--- src/rtl/misc_reg_pkg.sv ---
package misc_reg_pkg;

    localparam int DATA_W       = 64;
    localparam int ADDR_W       = 20;
    localparam int SIZE_W       = 4;
    localparam int ACCESS_BYTES = 8;
    localparam int WORD_SHIFT   = $clog2(ACCESS_BYTES);
    localparam int KEEP_BITS    = 16;
    localparam int DROP_BITS    = DATA_W - KEEP_BITS;

    localparam logic [ADDR_W-1:0] OFF_DIRECT = ADDR_W'(32'h4020);
    localparam logic [ADDR_W-1:0] OFF_AND    = OFF_DIRECT + ADDR_W'(1);
    localparam logic [ADDR_W-1:0] OFF_OR     = OFF_DIRECT + ADDR_W'(2);

    localparam logic [DATA_W-1:0] KEEP_MASK = {{KEEP_BITS{1'b1}}, {DROP_BITS{1'b0}}};

    typedef enum logic [1:0] {
        SEL_NONE   = 2'd0,
        SEL_DIRECT = 2'd1,
        SEL_AND    = 2'd2,
        SEL_OR     = 2'd3
    } view_sel_e;

    function automatic logic [DATA_W-1:0] merge_word(
        input view_sel_e         sel,
        input logic [DATA_W-1:0] cur,
        input logic [DATA_W-1:0] wd
    );
        logic [DATA_W-1:0] raw;
        case (sel)
            SEL_DIRECT: raw = wd;
            SEL_AND:    raw = cur & wd;
            SEL_OR:     raw = cur | wd;
            default:    raw = cur;
        endcase
        return raw & KEEP_MASK;
    endfunction

endpackage

--- src/rtl/misc_addr_decode.sv ---
module misc_addr_decode
    import misc_reg_pkg::*;
(
    input  logic              valid,
    input  logic              write,
    input  logic [ADDR_W-1:0] addr,
    input  logic [SIZE_W-1:0] size,
    output view_sel_e         sel,
    output logic              wr_en,
    output logic              rd_en,
    output logic              bad
);
    logic [ADDR_W-1:0] word_off;
    logic              size_ok;

    always_comb begin
        word_off = addr >> WORD_SHIFT;
        size_ok  = (size == SIZE_W'(ACCESS_BYTES));
        if (!size_ok)                   sel = SEL_NONE;
        else if (word_off == OFF_DIRECT) sel = SEL_DIRECT;
        else if (word_off == OFF_AND)    sel = SEL_AND;
        else if (word_off == OFF_OR)     sel = SEL_OR;
        else                             sel = SEL_NONE;
    end

    assign wr_en = valid && write && (sel != SEL_NONE);
    assign rd_en = valid && !write;
    assign bad   = valid && ((sel == SEL_NONE) || (!write && (sel != SEL_DIRECT)));

endmodule

--- src/rtl/misc_reg_store.sv ---
module misc_reg_store
    import misc_reg_pkg::*;
(
    input  logic              clk,
    input  logic              rst,
    input  view_sel_e         sel,
    input  logic              wr_en,
    input  logic [DATA_W-1:0] wdata,
    output logic [DATA_W-1:0] q
);
    logic [DATA_W-1:0] nxt;

    always_comb begin
        nxt = q;
        if (wr_en) nxt = merge_word(sel, q, wdata);
    end

    always_ff @(posedge clk) begin
        if (rst) q <= '0;
        else     q <= nxt;
    end

endmodule

--- src/rtl/misc_read_port.sv ---
module misc_read_port
    import misc_reg_pkg::*;
(
    input  logic              clk,
    input  logic              rst,
    input  view_sel_e         sel,
    input  logic              rd_en,
    input  logic              bad,
    input  logic [DATA_W-1:0] q,
    output logic [DATA_W-1:0] rdata,
    output logic              rvalid,
    output logic              unimpl
);
    always_ff @(posedge clk) begin
        if (rst) begin
            rdata  <= '0;
            rvalid <= 1'b0;
            unimpl <= 1'b0;
        end else begin
            rvalid <= rd_en;
            unimpl <= bad;
            rdata  <= (rd_en && sel == SEL_DIRECT) ? q : '0;
        end
    end

endmodule

--- src/rtl/misc_ctl_reg.sv ---
module misc_ctl_reg
    import misc_reg_pkg::*;
(
    input  logic              clk,
    input  logic              rst,
    input  logic              bus_valid,
    input  logic              bus_write,
    input  logic [ADDR_W-1:0] bus_addr,
    input  logic [SIZE_W-1:0] bus_size,
    input  logic [DATA_W-1:0] bus_wdata,
    output logic [DATA_W-1:0] bus_rdata,
    output logic              bus_rvalid,
    output logic              bus_unimpl,
    output logic              irq
);
    view_sel_e         sel;
    logic              wr_en;
    logic              rd_en;
    logic              bad;
    logic [DATA_W-1:0] word_q;

    misc_addr_decode u_dec (
        .valid (bus_valid),
        .write (bus_write),
        .addr  (bus_addr),
        .size  (bus_size),
        .sel   (sel),
        .wr_en (wr_en),
        .rd_en (rd_en),
        .bad   (bad)
    );

    misc_reg_store u_store (
        .clk   (clk),
        .rst   (rst),
        .sel   (sel),
        .wr_en (wr_en),
        .wdata (bus_wdata),
        .q     (word_q)
    );

    misc_read_port u_rd (
        .clk    (clk),
        .rst    (rst),
        .sel    (sel),
        .rd_en  (rd_en),
        .bad    (bad),
        .q      (word_q),
        .rdata  (bus_rdata),
        .rvalid (bus_rvalid),
        .unimpl (bus_unimpl)
    );

    assign irq = word_q[DATA_W-1];

endmodule

--- config.mk ---
export PLATFORM = sky130hd
export DESIGN_NAME = misc_ctl_reg
export DESIGN_NICKNAME = d
export VERILOG_FILES = /design/src/rtl/misc_reg_pkg.sv /design/src/rtl/misc_addr_decode.sv /design/src/rtl/misc_reg_store.sv /design/src/rtl/misc_read_port.sv /design/src/rtl/misc_ctl_reg.sv
export SDC_FILE = /design/constraint.sdc
export NUM_CORES = 1
export LEC_CHECK = 0
export ABC_AREA = 0
export ABC_CLOCK_PERIOD_IN_PS = 2200
export BUFFER_PORTS_ARGS = -buffer_cell sky130_fd_sc_hd__buf_4
export CORE_MARGIN = 1.5
export CORE_UTILIZATION = 34
export CTS_CLUSTER_SIZE = 30
export DETAILED_ROUTE_END_ITERATION = 8
export PLACE_DENSITY_LB_ADDON = 0.05
export SETUP_SLACK_MARGIN = 0.5
export SLEW_MARGIN = 5
export SYNTH_ARGS = -nofsm -noshare
export SYNTH_HDL_FRONTEND = slang
export SYNTH_SLANG_ARGS = --single-unit
--- constraint.sdc ---
create_clock -name clk -period 2.2 [get_ports clk]
set_input_delay 0 -clock clk [delete_from_list [all_inputs] [get_ports clk]]
set_output_delay 0 -clock clk [all_outputs]
set_load 0.01 [all_outputs]
Word level (Yosys, flattened, before mapping)
Index checks and enable logic that the tools add are counted.

cells by class
  muxes and demuxes = 5
  eq/ne operators = 8
  bitwise logic cells = 3
  reduce and logical (&&, ||, !) cells = 13

operators with widths
  operator                count
  $pmux W64 S3            1
  $and A64 B64 Y64        1
  $or A64 B64 Y64         1
  $eq A17 B15 Y1 const B  3
  $mux W2                 4
  $logic_and A1 B1 Y1     6
  $eq A2 B2 Y1 const B    2
  $eq A4 B4 Y1 const B    1
  $reduce_bool A3 Y1      1
  $eq A2 B1 Y1 const B    1
  $logic_not A2 Y1        1
  $ne A2 B1 Y1 const B    1
  $reduce_and A2 Y1       1
  $reduce_bool A2 Y1      1
  $reduce_or A2 Y1        1
  $logic_not A1 Y1        1
  $logic_or A1 B1 Y1      1
  $not A1 Y1              1

storage, ports and cells
  register bits after elaboration = 34
  word-level logic and storage cells = 33
  bits of input ports = 92
  output and inout bits = 67

Logic depth before layout (Yosys ltp)
Gate-level depths: netlist (run 1).

  depth after elaboration = 9
  depth in mapped cells = 6
  mapped depth without buffers = 4

Modules after synthesis
A second synthesis (run 1) with hierarchy kept.

second synthesis, totals
  cell total of the unflattened synthesis = 296
  area total of the unflattened synthesis = 3244.4 um^2

by module, submodules not included
  module            sequential area each (um^2)  instances  area each (um^2)  cells an instance
  misc_read_port    1321.3                       1          1856.8            140
  misc_reg_store    320.3                        1          1221.2            140
  misc_addr_decode  0.0                          1          166.4             16

Worst setup path before layout (run 1)
No wires, ideal clock.

  path type = input-to-reg
  from = input bus_addr[7]
  to = register u_store.q[53]
  library setup time = 115 ps
  arrival time = 1295 ps
  path slack = 789 ps
  required time = 2085 ps
  stages on the path = 5
  buffers on the path = 1
  cell sequence = or4b_4 > nor4_4 > buf_6 > a311o_1 > o21ai_2

between the ends
  cells in the longest elaborated chain, start to end = 8
  elaborated cells between the ends (all ways) = 15
  classes of those cells = eq/ne: 6; mux: 5; reduce/logical: 4

RTL lines
  what                                                                               RTL line                text
  start, declared                                                                    misc_ctl_reg.sv:8       input logic [ADDR_W-1:0] bus_addr,
  $eq A17 B15 Y1                                                                     misc_addr_decode.sv:22  else if (word_off == OFF_OR) sel = SEL_OR;
  $mux W2                                                                            misc_addr_decode.sv:22
  $mux W2                                                                            misc_addr_decode.sv:21  else if (word_off == OFF_AND) sel = SEL_AND;
  $mux W2 *                                                                          misc_addr_decode.sv:20  else if (word_off == OFF_DIRECT) sel = SEL_DIRECT;
  $mux W2 *                                                                          misc_addr_decode.sv:19  if (!size_ok) sel = SEL_NONE;
  $eq A2 B2 Y1, or another cell as far along                                         misc_reg_pkg.sv:30      case (sel)
  $reduce_bool A3 Y1 (no source line) / $logic_and A1 B1 Y1 (equally long branches)  n/a
  $reduce_and A2 Y1 (no source line)                                                 n/a
  end signal, assigned                                                               misc_reg_store.sv:20    else q <= nxt;
  end, declared                                                                      misc_reg_store.sv:9     output logic [DATA_W-1:0] q

Mark *: on every way between the ends. The rest lies on a longest branch, timed or not.
A chain may end at the register's enable or synchronous reset.

Final worst setup path (run 1)
  from = input bus_write
  to = register u_rd.rdata[59]

between the ends
  cells in the longest elaborated chain, start to end = 5

RTL lines
  what                               RTL line                text
  start, declared                    misc_ctl_reg.sv:7       input logic bus_write,
  $logic_not A1 Y1                   misc_addr_decode.sv:27  assign rd_en = valid && !write;
  $logic_and A1 B1 Y1                misc_addr_decode.sv:27
  $logic_and A1 B1 Y1                misc_read_port.sv:22    rdata <= (rd_en && sel == SEL_DIRECT) ? q : '0;
  $not A1 Y1 (no source line)        n/a
  $reduce_or A2 Y1 (no source line)  n/a
  end signal, assigned               misc_read_port.sv:22
  end, declared                      misc_read_port.sv:10    output logic [DATA_W-1:0] rdata,

No other way between the ends.

==> run summary, run 1 <==
PostCTS Resize Cnt -> 0
Logic pwr share -> 0.139
PD cells -> 519.2 mW/mm^2
Die ar. -> 0.006036 sq mm
Largest net degree at the start of global routing -> 35
Sw Share -> 0.2589
Status -> finished, final reports clean
Seq pwr share -> 0.481
Final nets -> 379
Fin cells -> 360
Post-DR wirelength/cell -> 11.98 um
Antenna Violating Nets Remaining -> 0
Synth area leaders -> dfxtp_1 (36%), buf_4 (19%), a311o_1 (8.4%)
Global-route wire length before repair -> 6920 um
Post-layout min period -> 1411 ps
Hold crit path type -> input port to flop
CTS H-tree depth -> 2
Worst flop-to-flop path endpoint -> u_rd.rdata[59]$_SDFF_PP0_
GP Congestion -> 0.7090
Tcrit/Tclk final -> 0.6413
Root Driver -> clkbuf_8
Net Switching -> 332.2 uW
GRT overflow -> 0
R2r worst-path depth -> 2
Syn_area_per_cell -> 8.864 sq um
Synth top area share -> 0.3588
Worst skew pair latency -> 290 ps
Peak supply drop -> 0.1856 mV
Vias in the first global route -> 1324
Worst r2r src -> u_store.q[59]$_SDFFE_PP0P_
Leakage -> 0.001025 uW
Area of the core -> 0.005439 sq mm
Area growth from synthesis to layout -> 30.28%
Dpl cells -> 337
TNS Setup -> 0 ps
Register area share after synthesis -> 0.3588
Reg clk slew, reported paths -> 70 ps
Crit path max fanout -> 16
#FFs+latches synth -> 34
Worst-case clock buffer depth -> 2
DR pass1 iterations -> 4
Power, Total -> 1283 uW
Starting Density -> 0.3487
Internal Power -> 950.8 uW
Residual DRC -> 0
Required @ worst endpoint -> 2380 ps
Die Height -> 77.69 um
Initial antenna violation count -> 0
CTS tree -> yes
Beginning of the worst hold path -> bus_wdata[49]
Critical path startpoint category -> input port
Hold_buf cts -> 15
CTS Buf Count -> 5
Die X -> 77.69 um
Final WL -> 4313 um
YS warnings -> 0
Global Route Usage Sum -> 0.1459
Hold path depth -> 3
Post-Syn Area -> 0.001897 sq mm
Top-level I/O count -> 159
Via Count -> 1590
Max-cap violations -> 0
Yosys cell types -> 25
Max Fclk -> 708.8 MHz
Ant diodes -> 0
RSZ-0062 raised after global routing -> no
CTS Sinks -> 34
Post-synth top area cell -> dfxtp_1
Post-CTS Setup Bufs -> 0
Clock power frac -> 0.380
Slew Limit Fails -> 0
CP Data Arrival Time -> 1590 ps
WHS Endpoint -> u_store.q[49]$_SDFFE_PP0P_
Final hold violations -> 0
Via/cell ratio -> 4.417
Worst reg2reg setup slack -> 1400 ps
# fillers -> 544
Setup Skew -> 6.558 ps
Initial DRC count -> 67
Share of cells above drive strength 1 -> 0.2986
IO Port Bufs -> 59
Final HPWL DP -> 3074 um
Final Setup Violations -> 0
Rows -> 27
Crit Path Class -> input port to flop
Mapped Cells -> 214
Worst setup EP type -> flop
critical path: stages:
cell	delay, ps
dlygate4sd3_1	540
buf_4	140
nor3b_1	240
nand2_1	340
nor4_1	330
state kept, by name, indices dropped and copies added, names as in the netlist:
register and flops:
u_rd.unimpl 1, u_rd.rdata 16, u_store.q 16, u_rd.rvalid 1
layout by cell type, fill, tap and decap left out, types with 4 or more instances in the layout:
cell type,n
o21ai_2,10
o21ai_0,6
clkbuf_8,6
inv_1,17
buf_4,65
dlygate4sd3_1,15
nor3_1,17
nor4_1,18
dfxtp_1,34
conb_1,48
nand2b_1,16
a311o_1,16
nor2_1,4
layout make-up:
| type | instances | area, sq um | share of cell area |
|---|---|---|---|
| well taps | 72 | 90.09 | 0.03646 |
| flip-flops and latches | 34 | 680.7 | 0.2754 |
| clock buffers | 6 | 82.58 | 0.03342 |
| repair buffers | 80 | 638.1 | 0.2582 |
| clock inverters | 2 | 12.51 | 0.005063 |
| inverters | 17 | 63.81 | 0.02582 |
| multi-input cells | 149 | 903.4 | 0.3656 |
cell usage after synthesis:
cell	instances
nand2_1	2
nand3_1	1
buf_4	48
nor3b_1	3
o21ai_2	10
buf_1	1
nor2_1	4
inv_1	17
maj3_1	1
and4_1	1
nor4_1	18
nor4_4	1
a311o_1	16
or4b_4	1
buf_6	2
nor4b_1	2
clkbuf_1	9
nor3_1	17
nand4b_1	1
dfxtp_1	34
conb_1	1
buf_2	1
o21ai_0	6
nand2b_1	16
nand3_4	1
kinds of logic (layout without fill, tap and decap cells):
| family | count (synthesis) | in the layout | synth area share |
|---|---|---|---|
| flops | 34 | 34 | 0.3588 |
| other cells | 1 | 48 | 0.001977 |
| buf+inv | 78 | 105 | 0.2579 |
| fa+ha+maj | 1 | 1 | 0.005277 |
| simple gates | 68 | 68 | 0.2296 |
| compound gates | 32 | 32 | 0.1464 |
metrics by stage:
step	instance area [sq um]	hold WS, ps	setup slack, ps	util
floorplan	2073	87.43	789.4	-
global placement	2226	211.8	525.2	0.4092
detailed placement	2226	214.9	503.2	0.4092
CTS	2471	0.8353	760.1	0.4543
global route	2471	11.63	600.5	0.4543
finish	2471	5.161	789.1	0.4543
how the worst max path moves through the flow:
stage | from | to | slack, ps | depth (start not counted)
floorplan | bus_addr[7] | u_store.q[53]$_SDFFE_PP0P_ | 790 | 5
global placement | bus_size[1] | u_store.q[62]$_SDFFE_PP0P_ | 530 | 5
detailed placement | bus_size[1] | u_store.q[51]$_SDFFE_PP0P_ | 500 | 5
CTS | bus_write | u_rd.rdata[59]$_SDFF_PP0_ | 760 | 5
global route | bus_write | u_rd.rdata[63]$_SDFF_PP0_ | 600 | 5
finish | bus_write | u_rd.rdata[59]$_SDFF_PP0_ | 790 | 5
power by group through the flow:
stage / Sequential (uW) / Clock (uW) / Combinational, uW
2_1_floorplan: 632 / 0 / 140
3_3_place_gp: 631 / 0 / 154
3_5_place_dp: 631 / 0 / 156
4_1_cts: 617 / 499 / 177
5_1_grt: 617 / 532 / 195
6_report: 617 / 488 / 178
per-layer routing:
metal / global-route usage / share of wire
met2: 0.2087 / 0.42
met3: 0.04235 / 0.083
met4: 0.03818 / 0.010
met1: 0.2115 / 0.48
met5: 0 / 0
(Power assumes the default switching activity.)
==> run 2: changes to the inputs <==
--- a/config.mk
+++ b/config.mk
@@ -5,8 +5,8 @@
 export SDC_FILE = /design/constraint.sdc
 export NUM_CORES = 1
 export LEC_CHECK = 0
-export ABC_AREA = 0
-export ABC_CLOCK_PERIOD_IN_PS = 2200
+export ABC_AREA = 1
+export ABC_CLOCK_PERIOD_IN_PS = 1300
 export BUFFER_PORTS_ARGS = -buffer_cell sky130_fd_sc_hd__buf_4
 export CORE_MARGIN = 1.5
 export CORE_UTILIZATION = 34
==> constraint.sdc (replaced) <==
create_clock -name clk -period 1.3 [get_ports clk]
set_input_delay 0 -clock clk [delete_from_list [all_inputs] [get_ports clk]]
set_output_delay 0 -clock clk [all_outputs]
set_load 0.01 [all_outputs]
==> run summary, run 2 <==
R2r worst-path depth -> 6 (was 2)
Die Height -> 85.47 um (was 77.69 um)
Most common cell after layout, fill and taps aside -> nor2_1 (was buf_4)
Hold crit path type -> input port to flop (unchanged)
Required @ worst endpoint -> 1520 ps (was 2380 ps)
Multi-input gate area -> 0.001240 sq mm (was 903.4 sq um)
Reg clk slew, reported paths -> 70 ps (about the same)
Seq. cell area -> 680.7 sq um (unchanged)
DR pass1 iterations -> 7 (was 4)
Global-route wire length before repair -> 8907 um (was 6920 um)
Post-synth top area cell -> dfxtp_1 (unchanged)
Max Fclk -> 951.6 MHz
Critical Path Stages -> 13 (was 5)
Final hold violations -> 1 (was 0)
Initial DRC count -> 62 (was 67)
Register area share after synthesis -> 0.2944 (was 0.3588)
Post-synth ARST share -> 0 (unchanged)
Worst reg2reg setup slack -> 480 ps (was 1400 ps)
Residual DRC -> 6 (was 0)
Setup crit start -> bus_addr[6] (was bus_write)
CP bufs+invs -> 2 (unchanged)
Critical path's slowest cell -> buf_12 (was dlygate4sd3_1)
CP Data Arrival Time -> 1270 ps (was 1590 ps)
Synth area leaders -> dfxtp_1 (29%), buf_4 (17%), nor2_1 (13%) (was dfxtp_1 (36%), buf_4 (19%), a311o_1 (8.4%))
Most common cell in the netlist -> nor2_1 (was buf_4)
RSZ-0062 raised after global routing -> yes (was no)
Initial antenna violation count -> 0 (unchanged)
Synth top area share -> 0.2944 (was 0.3588)
Final WL -> 5413 um (was 4313 um)
Post-DR wirelength/cell -> 10.45 um (was 11.98 um)
Post-Syn Area -> 0.002312 sq mm (was 0.001897 sq mm)
IO Port Bufs -> 59 (unchanged)
Crit Path Class -> input port to flop (unchanged)
Top-level I/O count -> 159 (unchanged)
Failing checks -> DRC, hold timing
Starting Density -> 0.3580 (was 0.3487)
Critical Path Max Stage Delay -> 150 ps (was 540 ps)
Share of cells above drive strength 1 -> 0.2993 (was 0.2986)
Final Setup Violations -> 0 (unchanged)
Beginning of the worst hold path -> rst (was bus_wdata[49])
CP delay by family, top -> simple AND/OR/NAND/NOR gates (unchanged)
Worst-case clock buffer depth -> 2 (unchanged)
Rows -> 29 (was 27)
Antenna Violating Nets Remaining -> 0 (unchanged)
Most frequent cells after synthesis -> nor2_1 (78), inv_1 (54), nand3_1 (53) (was buf_4 (48), dfxtp_1 (34), nor4_1 (18))
PD cells -> 692.6 mW/mm^2 (was 519.2 mW/mm^2)
Largest regs -> u_rd.rdata (16), u_store.q (16) (unchanged)
GP Congestion -> 0.7710 (was 0.7090)
Final nets -> 533 (was 379)
Via Count -> 2213 (was 1590)
#FFs+latches synth -> 34 (unchanged)
Number of flops mapped to enable cells by yosys -> 0 (unchanged)
Setup Skew -> 2.834 ps (was 6.558 ps)
Critical path startpoint category -> input port (unchanged)
Global Route Usage Sum -> 0.1514 (was 0.1459)
Vias in the first global route -> 2016 (was 1324)
Primary FF master, synth -> dfxtp_1 (unchanged)
CTS tree -> yes (unchanged)
CTS Buf Count -> 5 (unchanged)
Area of the core -> 0.006459 sq mm (was 0.005439 sq mm)
Die X -> 85.47 um (was 77.69 um)
Most frequent cells in the layout -> nor2_1 (65), buf_4 (61), inv_1 (49), nand3_1 (48), conb_1 (48) (was buf_4 (65), conb_1 (48), dfxtp_1 (34), nor4_1 (18))
Final Core Density -> 0.4706 (was 0.4543)
Worst r2r src -> u_store.q[63]$_SDFFE_PP0P_ (was u_store.q[59]$_SDFFE_PP0P_)
Via/cell ratio -> 4.272 (was 4.417)
Root Driver -> clkbuf_8 (unchanged)
Area growth from synthesis to layout -> 31.44% (was 30.28%)
YS warnings -> 0 (unchanged)
Max-cap violations -> 0 (unchanged)
Tcrit/Tclk final -> 0.8083
Post-layout min period -> 1051 ps
Crit-path cells -> buf_4, nor2_4, nand2_2, nor2_4, nand3_4, nand2_4, nand2_4, nand2_4, buf_12, nand3_1, nor2_1, nor2_1, nor2_1 (was dlygate4sd3_1, buf_4, nor3b_1, nand2_1, nor4_1)
Largest net degree at the start of global routing -> 31 (was 35)
Die ar. -> 0.007304 sq mm (was 0.006036 sq mm)
Mapped Cells -> 371 (was 214)
Yosys cell types -> 24 (was 25)
CTS Sinks -> 34 (unchanged)
Ant diodes -> 0 (unchanged)
# fillers -> 683 (was 544)
Worst skew pair latency -> 280 ps (was 290 ps)
WHS Endpoint -> u_rd.rvalid$_SDFF_PP0_ (was u_store.q[49]$_SDFFE_PP0P_)
Hold path depth -> 2 (was 3)
Crit path max fanout -> 18 (was 16)
Status -> complete, but fails checks (was finished, final reports clean)
Placed Area -> 0.002834 sq mm (was 0.002226 sq mm)
Hold Worst Slack -> -78.52 ps (was 5.161 ps)
Slew Limit Fails -> 0 (unchanged)
Final HPWL DP -> 3869 um (was 3074 um)
Leakage -> 0.001489 uW (was 0.001025 uW)
Worst flop-to-flop path endpoint -> u_store.q[63]$_SDFFE_PP0P_ (was u_rd.rdata[59]$_SDFF_PP0_)
Worst setup EP type -> flop (unchanged)
Peak supply drop -> 0.3291 mV (was 0.1856 mV)
Syn_area_per_cell -> 6.232 sq um (was 8.864 sq um)
Layout Cell Area excl Fill -> 0.003039 sq mm (was 0.002471 sq mm)
GRT overflow -> 0 (unchanged)
CTS H-tree depth -> 2 (unchanged)
## run 2: cell count changes after synthesis, moves of 5 or more
cell	previous run	this run
nor3_1	17	1
o21ai_2	10	0
nor4_1	18	1
inv_1	17	54
a21oi_1	0	16
a311o_1	16	0
nor2_1	4	78
nand2b_1	16	0
nand2_1	2	47
inv_2	0	9
o21ai_0	6	1
nand3_1	1	53
## run 2: metrics by stage
step | setup TNS [ps] | power (uW) | std cells | setup slack (ps)
3_3_place_gp | -1353 | 1366 | 508 | -100.6
3_5_place_dp | -1478 | 1366 | 508 | -125.2
5_1_grt | 0 | 2202 | 518 | 122.6
2_1_floorplan | 0 | 1324 | 418 | 151.4
6_report | 0 | 2105 | 518 | 249.1
4_1_cts | 0 | 2139 | 516 | 252.9
## run 2: worst max path at each step
stage	slack, ps	endpoint
CTS	250	u_store.q[55]$_SDFFE_PP0P_
detailed placement	-130	u_store.q[54]$_SDFFE_PP0P_
global route	120	u_store.q[57]$_SDFFE_PP0P_
finish	250	u_store.q[55]$_SDFFE_PP0P_
floorplan	150	u_store.q[59]$_SDFFE_PP0P_
global placement	-100	u_store.q[54]$_SDFFE_PP0P_
## run 2: where the power goes
group	total (uW)	internal [uW]	switching, uW
clock network	739	359	379
registers	1050	1040	1.15
logic	321	133	189
total	2100	1540	569
## run 2: final cells by class
class,instances,share of cell area
Clock buffer,5,0.02264
Clock inverter,2,0.003294
Inverter,63,0.07781
Multi-Input combinational cell,258,0.4080
Sequential cell,34,0.2240
Tap cell,77,0.03170
Timing Repair Buffer,79,0.2326
## run 2: metal layers
metal / up-vias / track usage / share of wire
li1: 1164 / - / -
met1: 979 / 0.1821 / 0.46
met2: 68 / 0.2684 / 0.49
met3: 2 / 0.03113 / 0.052
met4: 0 / 0.04839 / 0.0076
met5: - / 0 / 0
## run 2: cells by family (layout without fill, tap and decap cells)
logic type,Yosys count,count (layout),share of synthesized area
other,1,48,0.001622
buffers and inverters,126,149,0.2965
flip-flops,34,34,0.2944
AO/OA/AOI/OAI,19,19,0.04275
AND/OR/NAND/NOR,191,191,0.3647
## run 2: repair_timing
action / in CTS / in global routing
gates cloned: 1 / 0
endpoints found under the setup margin: 33 / 34
hold endpoints to repair: 1 / 1
resized for setup: 32 / 3
pin swaps: 6 / 3
buffers inserted: 0 / 2
